## src/rtl/i2cs_pkg.sv

```systemverilog
package i2cs_pkg;
  localparam int BYTE_W = 8;
  localparam int CNT_W  = $clog2(BYTE_W + 1);
  localparam logic [3:0] ADDR_PREFIX = 4'b1010;

  typedef enum logic [3:0] {
    ST_IDLE, ST_ADDR, ST_ADDR_ACK, ST_CMD, ST_CMD_ACK,
    ST_WDAT, ST_WDAT_ACK, ST_RDAT, ST_RDAT_ACK, ST_HOLD
  } i2cs_state_e;
endpackage

```

## src/rtl/i2cs_line_filter.sv

```systemverilog
module i2cs_line_filter #(
  parameter int SYNC_STAGES = 2,
  parameter int FILT_LEN    = 3
) (
  input  logic clk,
  input  logic rst,
  input  logic line_i,
  output logic line_o
);
  logic [SYNC_STAGES-1:0] sync_q;
  logic [FILT_LEN-1:0]    win_q;

  always_ff @(posedge clk) begin
    if (rst) begin
      sync_q <= '1;
      win_q  <= '1;
      line_o <= 1'b1;
    end else begin
      sync_q <= {sync_q[SYNC_STAGES-2:0], line_i};
      win_q  <= {win_q[FILT_LEN-2:0], sync_q[SYNC_STAGES-1]};
      if (&win_q)       line_o <= 1'b1;
      else if (~|win_q) line_o <= 1'b0;
    end
  end
endmodule

```

## src/rtl/i2cs_cond_detect.sv

```systemverilog
module i2cs_cond_detect (
  input  logic clk,
  input  logic rst,
  input  logic scl_f,
  input  logic sda_f,
  output logic scl_rise,
  output logic scl_fall,
  output logic start_det,
  output logic stop_det
);
  logic scl_q, sda_q, start_hi_q, stop_raw;

  always_ff @(posedge clk) begin
    if (rst) begin
      scl_q      <= 1'b1;
      sda_q      <= 1'b1;
      start_hi_q <= 1'b0;
    end else begin
      scl_q <= scl_f;
      sda_q <= sda_f;
      if (start_det)     start_hi_q <= 1'b1;
      else if (scl_fall) start_hi_q <= 1'b0;
    end
  end

  always_comb begin
    scl_rise  = scl_f & ~scl_q;
    scl_fall  = ~scl_f & scl_q;
    start_det = scl_f & scl_q & sda_q & ~sda_f;
    stop_raw  = scl_f & scl_q & ~sda_q & sda_f;
    stop_det  = stop_raw & ~start_hi_q;
  end
endmodule

```

## src/rtl/i2c_strap_slave.sv

```systemverilog
module i2c_strap_slave
  import i2cs_pkg::*;
#(
  parameter int SYNC_STAGES = 2,
  parameter int FILT_LEN    = 3,
  parameter int CMD_LIMIT   = 100
) (
  input  logic              clk,
  input  logic              rst,
  input  logic              scl_i,
  input  logic              sda_i,
  output logic              sda_oe,
  input  logic [1:0]        strap_code,
  input  logic              busy_reboot,
  input  logic              busy_nvm,
  output logic              cmd_valid,
  output logic [BYTE_W-1:0] cmd_byte,
  output logic              wr_valid,
  output logic [BYTE_W-1:0] wr_data,
  output logic              rd_req,
  input  logic [BYTE_W-1:0] rd_data
);
  localparam logic [BYTE_W-1:0] CMD_MAX  = BYTE_W'(CMD_LIMIT);
  localparam logic [CNT_W-1:0]  LAST_BIT = CNT_W'(BYTE_W);

  logic [1:0] raw_lines, filt_lines;
  logic scl_f, sda_f, scl_rise, scl_fall, start_det, stop_det;

  assign raw_lines = {sda_i, scl_i};

  for (genvar g = 0; g < 2; g++) begin : g_line
    i2cs_line_filter #(.SYNC_STAGES(SYNC_STAGES), .FILT_LEN(FILT_LEN)) filt_i (
      .clk(clk), .rst(rst), .line_i(raw_lines[g]), .line_o(filt_lines[g]));
  end

  assign scl_f = filt_lines[0];
  assign sda_f = filt_lines[1];

  i2cs_cond_detect cond_i (
    .clk(clk), .rst(rst), .scl_f(scl_f), .sda_f(sda_f),
    .scl_rise(scl_rise), .scl_fall(scl_fall),
    .start_det(start_det), .stop_det(stop_det));

  i2cs_state_e       state_q;
  logic [CNT_W-1:0]  bit_cnt_q;
  logic [BYTE_W-1:0] shift_q, tx_q;
  logic              rw_q;
  logic              addr_hit, cmd_ok;

  assign addr_hit = (shift_q[BYTE_W-1:2] == {ADDR_PREFIX, strap_code});
  assign cmd_ok   = !busy_reboot && !busy_nvm && (shift_q <= CMD_MAX);

  always_ff @(posedge clk) begin
    if (rst) begin
      state_q   <= ST_IDLE;
      bit_cnt_q <= '0;
      shift_q   <= '0;
      tx_q      <= '0;
      rw_q      <= 1'b0;
      sda_oe    <= 1'b0;
      cmd_valid <= 1'b0;
      cmd_byte  <= '0;
      wr_valid  <= 1'b0;
      wr_data   <= '0;
      rd_req    <= 1'b0;
    end else begin
      cmd_valid <= 1'b0;
      wr_valid  <= 1'b0;
      rd_req    <= 1'b0;
      if (start_det) begin
        state_q   <= ST_ADDR;
        bit_cnt_q <= '0;
        sda_oe    <= 1'b0;
      end else if (stop_det) begin
        state_q <= ST_IDLE;
        sda_oe  <= 1'b0;
      end else begin
        unique case (state_q)
          ST_ADDR, ST_CMD, ST_WDAT: begin
            if (scl_rise) begin
              shift_q   <= {shift_q[BYTE_W-2:0], sda_f};
              bit_cnt_q <= bit_cnt_q + 1'b1;
            end else if (scl_fall && bit_cnt_q == LAST_BIT) begin
              bit_cnt_q <= '0;
              if (state_q == ST_ADDR) begin
                if (addr_hit) begin
                  sda_oe  <= 1'b1;
                  rw_q    <= shift_q[0];
                  rd_req  <= shift_q[0];
                  state_q <= ST_ADDR_ACK;
                end else begin
                  state_q <= ST_IDLE;
                end
              end else if (state_q == ST_CMD) begin
                if (cmd_ok) begin
                  sda_oe    <= 1'b1;
                  cmd_valid <= 1'b1;
                  cmd_byte  <= shift_q;
                  state_q   <= ST_CMD_ACK;
                end else begin
                  state_q <= ST_HOLD;
                end
              end else begin
                sda_oe   <= 1'b1;
                wr_valid <= 1'b1;
                wr_data  <= shift_q;
                state_q  <= ST_WDAT_ACK;
              end
            end
          end
          ST_ADDR_ACK: begin
            if (scl_fall) begin
              if (rw_q) begin
                tx_q      <= {rd_data[BYTE_W-2:0], 1'b0};
                sda_oe    <= ~rd_data[BYTE_W-1];
                bit_cnt_q <= CNT_W'(1);
                state_q   <= ST_RDAT;
              end else begin
                sda_oe  <= 1'b0;
                state_q <= ST_CMD;
              end
            end
          end
          ST_CMD_ACK, ST_WDAT_ACK: begin
            if (scl_fall) begin
              sda_oe  <= 1'b0;
              state_q <= ST_WDAT;
            end
          end
          ST_RDAT: begin
            if (scl_fall) begin
              if (bit_cnt_q == LAST_BIT) begin
                sda_oe  <= 1'b0;
                state_q <= ST_RDAT_ACK;
              end else begin
                sda_oe    <= ~tx_q[BYTE_W-1];
                tx_q      <= {tx_q[BYTE_W-2:0], 1'b0};
                bit_cnt_q <= bit_cnt_q + 1'b1;
              end
            end
          end
          ST_RDAT_ACK: begin
            if (scl_rise) begin
              if (!sda_f) rd_req  <= 1'b1;
              else        state_q <= ST_HOLD;
            end else if (scl_fall) begin
              tx_q      <= {rd_data[BYTE_W-2:0], 1'b0};
              sda_oe    <= ~rd_data[BYTE_W-1];
              bit_cnt_q <= CNT_W'(1);
              state_q   <= ST_RDAT;
            end
          end
          default: ;
        endcase
      end
    end
  end
endmodule

```

## config.mk

```make
export PLATFORM = sky130hd
export DESIGN_NAME = i2c_strap_slave
export DESIGN_NICKNAME = d
export VERILOG_FILES = /design/src/rtl/i2cs_pkg.sv /design/src/rtl/i2cs_line_filter.sv /design/src/rtl/i2cs_cond_detect.sv /design/src/rtl/i2c_strap_slave.sv
export SDC_FILE = /design/constraint.sdc
export NUM_CORES = 1
export LEC_CHECK = 0
export ABC_AREA = 1
export ABC_CLOCK_PERIOD_IN_PS = 2700
export BUFFER_PORTS_ARGS = -buffer_cell sky130_fd_sc_hd__buf_2
export CAP_MARGIN = 0
export CORE_UTILIZATION = 55
export DETAILED_ROUTE_END_ITERATION = 10
export PLACE_DENSITY = 0.76
export SLEW_MARGIN = 30
export SYNTH_ARGS = -nofsm -noshare
export SYNTH_HDL_FRONTEND = slang
export SYNTH_SLANG_ARGS = --single-unit
```

## constraint.sdc

```tcl
create_clock -name clk -period 2.7 [get_ports clk]
set_clock_uncertainty 0.2 [all_clocks]
set_input_delay 0 -clock clk [delete_from_list [all_inputs] [get_ports clk]]
set_output_delay 0 -clock clk [all_outputs]
set_load 0.02 [all_outputs]
```

==> metrics.yaml <==
relSlewSlack: 0.676
finalSetupTns_ns: 0
mostFrequentLayoutCells: "nand2_1, nor2_1, dfxtp_1, inv_1, buf_2"
grt_pass1_vias: 2230
finalPower_mw: 2.59
rows: 25
worst_ep_required_time_ns: 2.78
die_w_um: 72.8
power_frac_comb: 0.327
p_leak_nw: 1.60
die_h_um: 72.8
critPathArrivalTime_ns: 2.60
io_pins: 36
drive_gt1_frac: 0.192
hp-class: "in2reg"
detail_route.wl_per_cell_um: 11.8
clock-sinks: 59
syn_area_um2: 2760
cts_root_buf: "clkbuf_8"
dieArea_um2: 5300
gp_congestion: 0.951
finalSetupViolations: 0
tightest_slew_ns: 0.485
finalCriticalPeriod_ns: 2.52
finalHoldViolCount: 0
ys_ff_latch: 59
n_antenna_cell: 0
cap_violations: 0
clkSlewWorstSetupHoldPaths_ns: 0.08
area_growth_pct: 20.5
floorplan.initialDensity: 0.576
grt_usage: 0.248
start_kind: "flop"
clockBufferDepth: 2
power_frac_clock: 0.281
cp-end-kind: "flop"
ctsHtreeMaxLevel: 3
grt_pass1_wl_um: 9940
wirelength_um: 6060
dp_hpwl_um: 4330
power.switching_mw: 0.981
power.density_nw_per_um2: 778
cts_setup_buffers: 0
antenna_found_initial: 0
cts_inserted_buffers: 9
fmax_mhz: 396
critical_path_class: "reg2reg"
drtAntennaViolNets: 0
swShare: 0.379
drt_iter0_drc: 220
synth_nets: 406
firstDrtPassIters: 4
grt_start_max_net_pins: 28
rsz0062_at_grt: "false"
vias: 2602
io_buffers: 35
worstSkewPairLatency_ns: 0.34
fin_nets: 462
grt_overflow_total: 0
drv_slew: 0
netlist_instances: 388
ctsResizeCount: 0
cts_tree: "yes"
yosys_warnings: 0
drc: 0
p_int_mw: 1.61
layout_commonest_cell: "nand2_1"
routed_via_density: 5.04
ys_seq_area_frac: 0.428
synth_cell_types: 33
seq_power_share: 0.391
finalCritPeriodShare: 0.934
core_um2: 4790
postSynthAreaPerCell_um2: 7.11
peakVddDrop_uv: 535
critical_path.max_fanout: 7
status: "finished clean"
## logic make-up after synthesis
family	Yosys count	synth area share
AOI/OAI and AO/OA	65	0.123
xor gates and xnor gates	2	0.00635
adders and majority gates	2	0.00907
buffers and inverters	53	0.0808
DFF	59	0.428
and+or+nand+nor	207	0.352
## routing by layer
metal  GRT usage  vias to the layer above  routed length [um]
met5           0                        -                   0
met4       0.100                        0                 153
met3      0.0704                       14                 349
met2       0.366                       78                2650
met1       0.341                     1163                2910
li1            -                     1347                   -
## critical path, stage by stage, from the launching register on
cell	delay [ns]
dfxtp_1	0.35
nor3_1	0.35
dlygate4sd3_1	0.63
nand4_2	0.23
nor2_1	0.15
dlygate4sd3_1	0.56
## layout make-up
class	count	area [um2]
sequential	59	1180
multi-input combinational	276	1350
clock buffer	11	141
inverter	44	165
tap	67	83.8
timing repair buffer	54	360
clock inverter	5	37.5
fill	411	1460
## worst paths after layout
path                                    from                         end  slack [ns]  depth (start not counted)
setup / recovery                  shift_q[7]                   cmd_valid        0.18                          5
hold / removal                    rd_data[7]                      sda_oe        0.03                          8
hold reg to reg   g_line[1].filt_i.sync_q[0]  g_line[1].filt_i.sync_q[1]        0.21                          1
setup reg to reg                  shift_q[7]                   cmd_valid        0.18                          5
## what timing repair did
action,in CTS,in global routing
endpoints found under the setup margin,0,0
hold endpoints to repair,28,0
hold buffers,17,0
## through the flow
| stage | hold WS [ns] | util | setup slack [ns] | std cells | cell area [um2] |
|---|---|---|---|---|---|
| finish | 0.0309 | 0.694 | 0.177 | 516 | 3320 |
| global route | 0.0850 | 0.694 | 0.0763 | 516 | 3320 |
| CTS | 0.0169 | 0.694 | 0.226 | 516 | 3320 |
| detailed placement | -0.0134 | 0.621 | 0.517 | 483 | 2970 |
| global placement | -0.0164 | 0.621 | 0.531 | 483 | 2970 |
| floorplan | -0.0962 | - | 0.949 | 388 | 2760 |
## power groups by stage
stage                     registers (mW)  clock network [mW]  logic (mW)
after floorplan                     1.02                   0       0.699
after global placement              1.03                   0       0.809
after detailed placement            1.03                   0       0.812
after CTS                           1.01               0.737       0.839
after global routing                1.02               0.777       0.959
final                               1.01               0.728       0.847
## sequential cells by signal, indices dropped and copies added (netlist names)
| signal | flops |
|---|---|
| tx_q | 7 |
| wr_valid | 1 |
| cond_i.scl_q | 1 |
| wr_data | 8 |
| cond_i.start_hi_q | 1 |
| rw_q | 1 |
| state_q | 4 |
| rd_req | 1 |
| cmd_byte | 8 |
| g_line.filt_i.win_q | 6 |
| sda_oe | 1 |
| cond_i.sda_q | 1 |
| g_line.filt_i.sync_q | 4 |
| cmd_valid | 1 |
| shift_q | 8 |
| g_line.filt_i.line_o | 2 |
| bit_cnt_q | 4 |
## Yosys cell counts, drive strengths merged
cell type	n	area share
xor2	1	0.0032
ha	2	0.0091
o211ai	3	0.0082
nand2	89	0.13
o21bai	1	0.0027
nor3	4	0.0073
xnor2	1	0.0032
clkbuf	4	0.0054
a21oi	28	0.052
o21ai	32	0.058
dfxtp	59	0.43
nand3	31	0.067
and3	1	0.0023
nor2	69	0.11
inv	44	0.060
nand4	3	0.0091
a31oi	1	0.0023
or2	10	0.023
buf	5	0.015
Note: power is estimated with default switching activity, not from simulation.
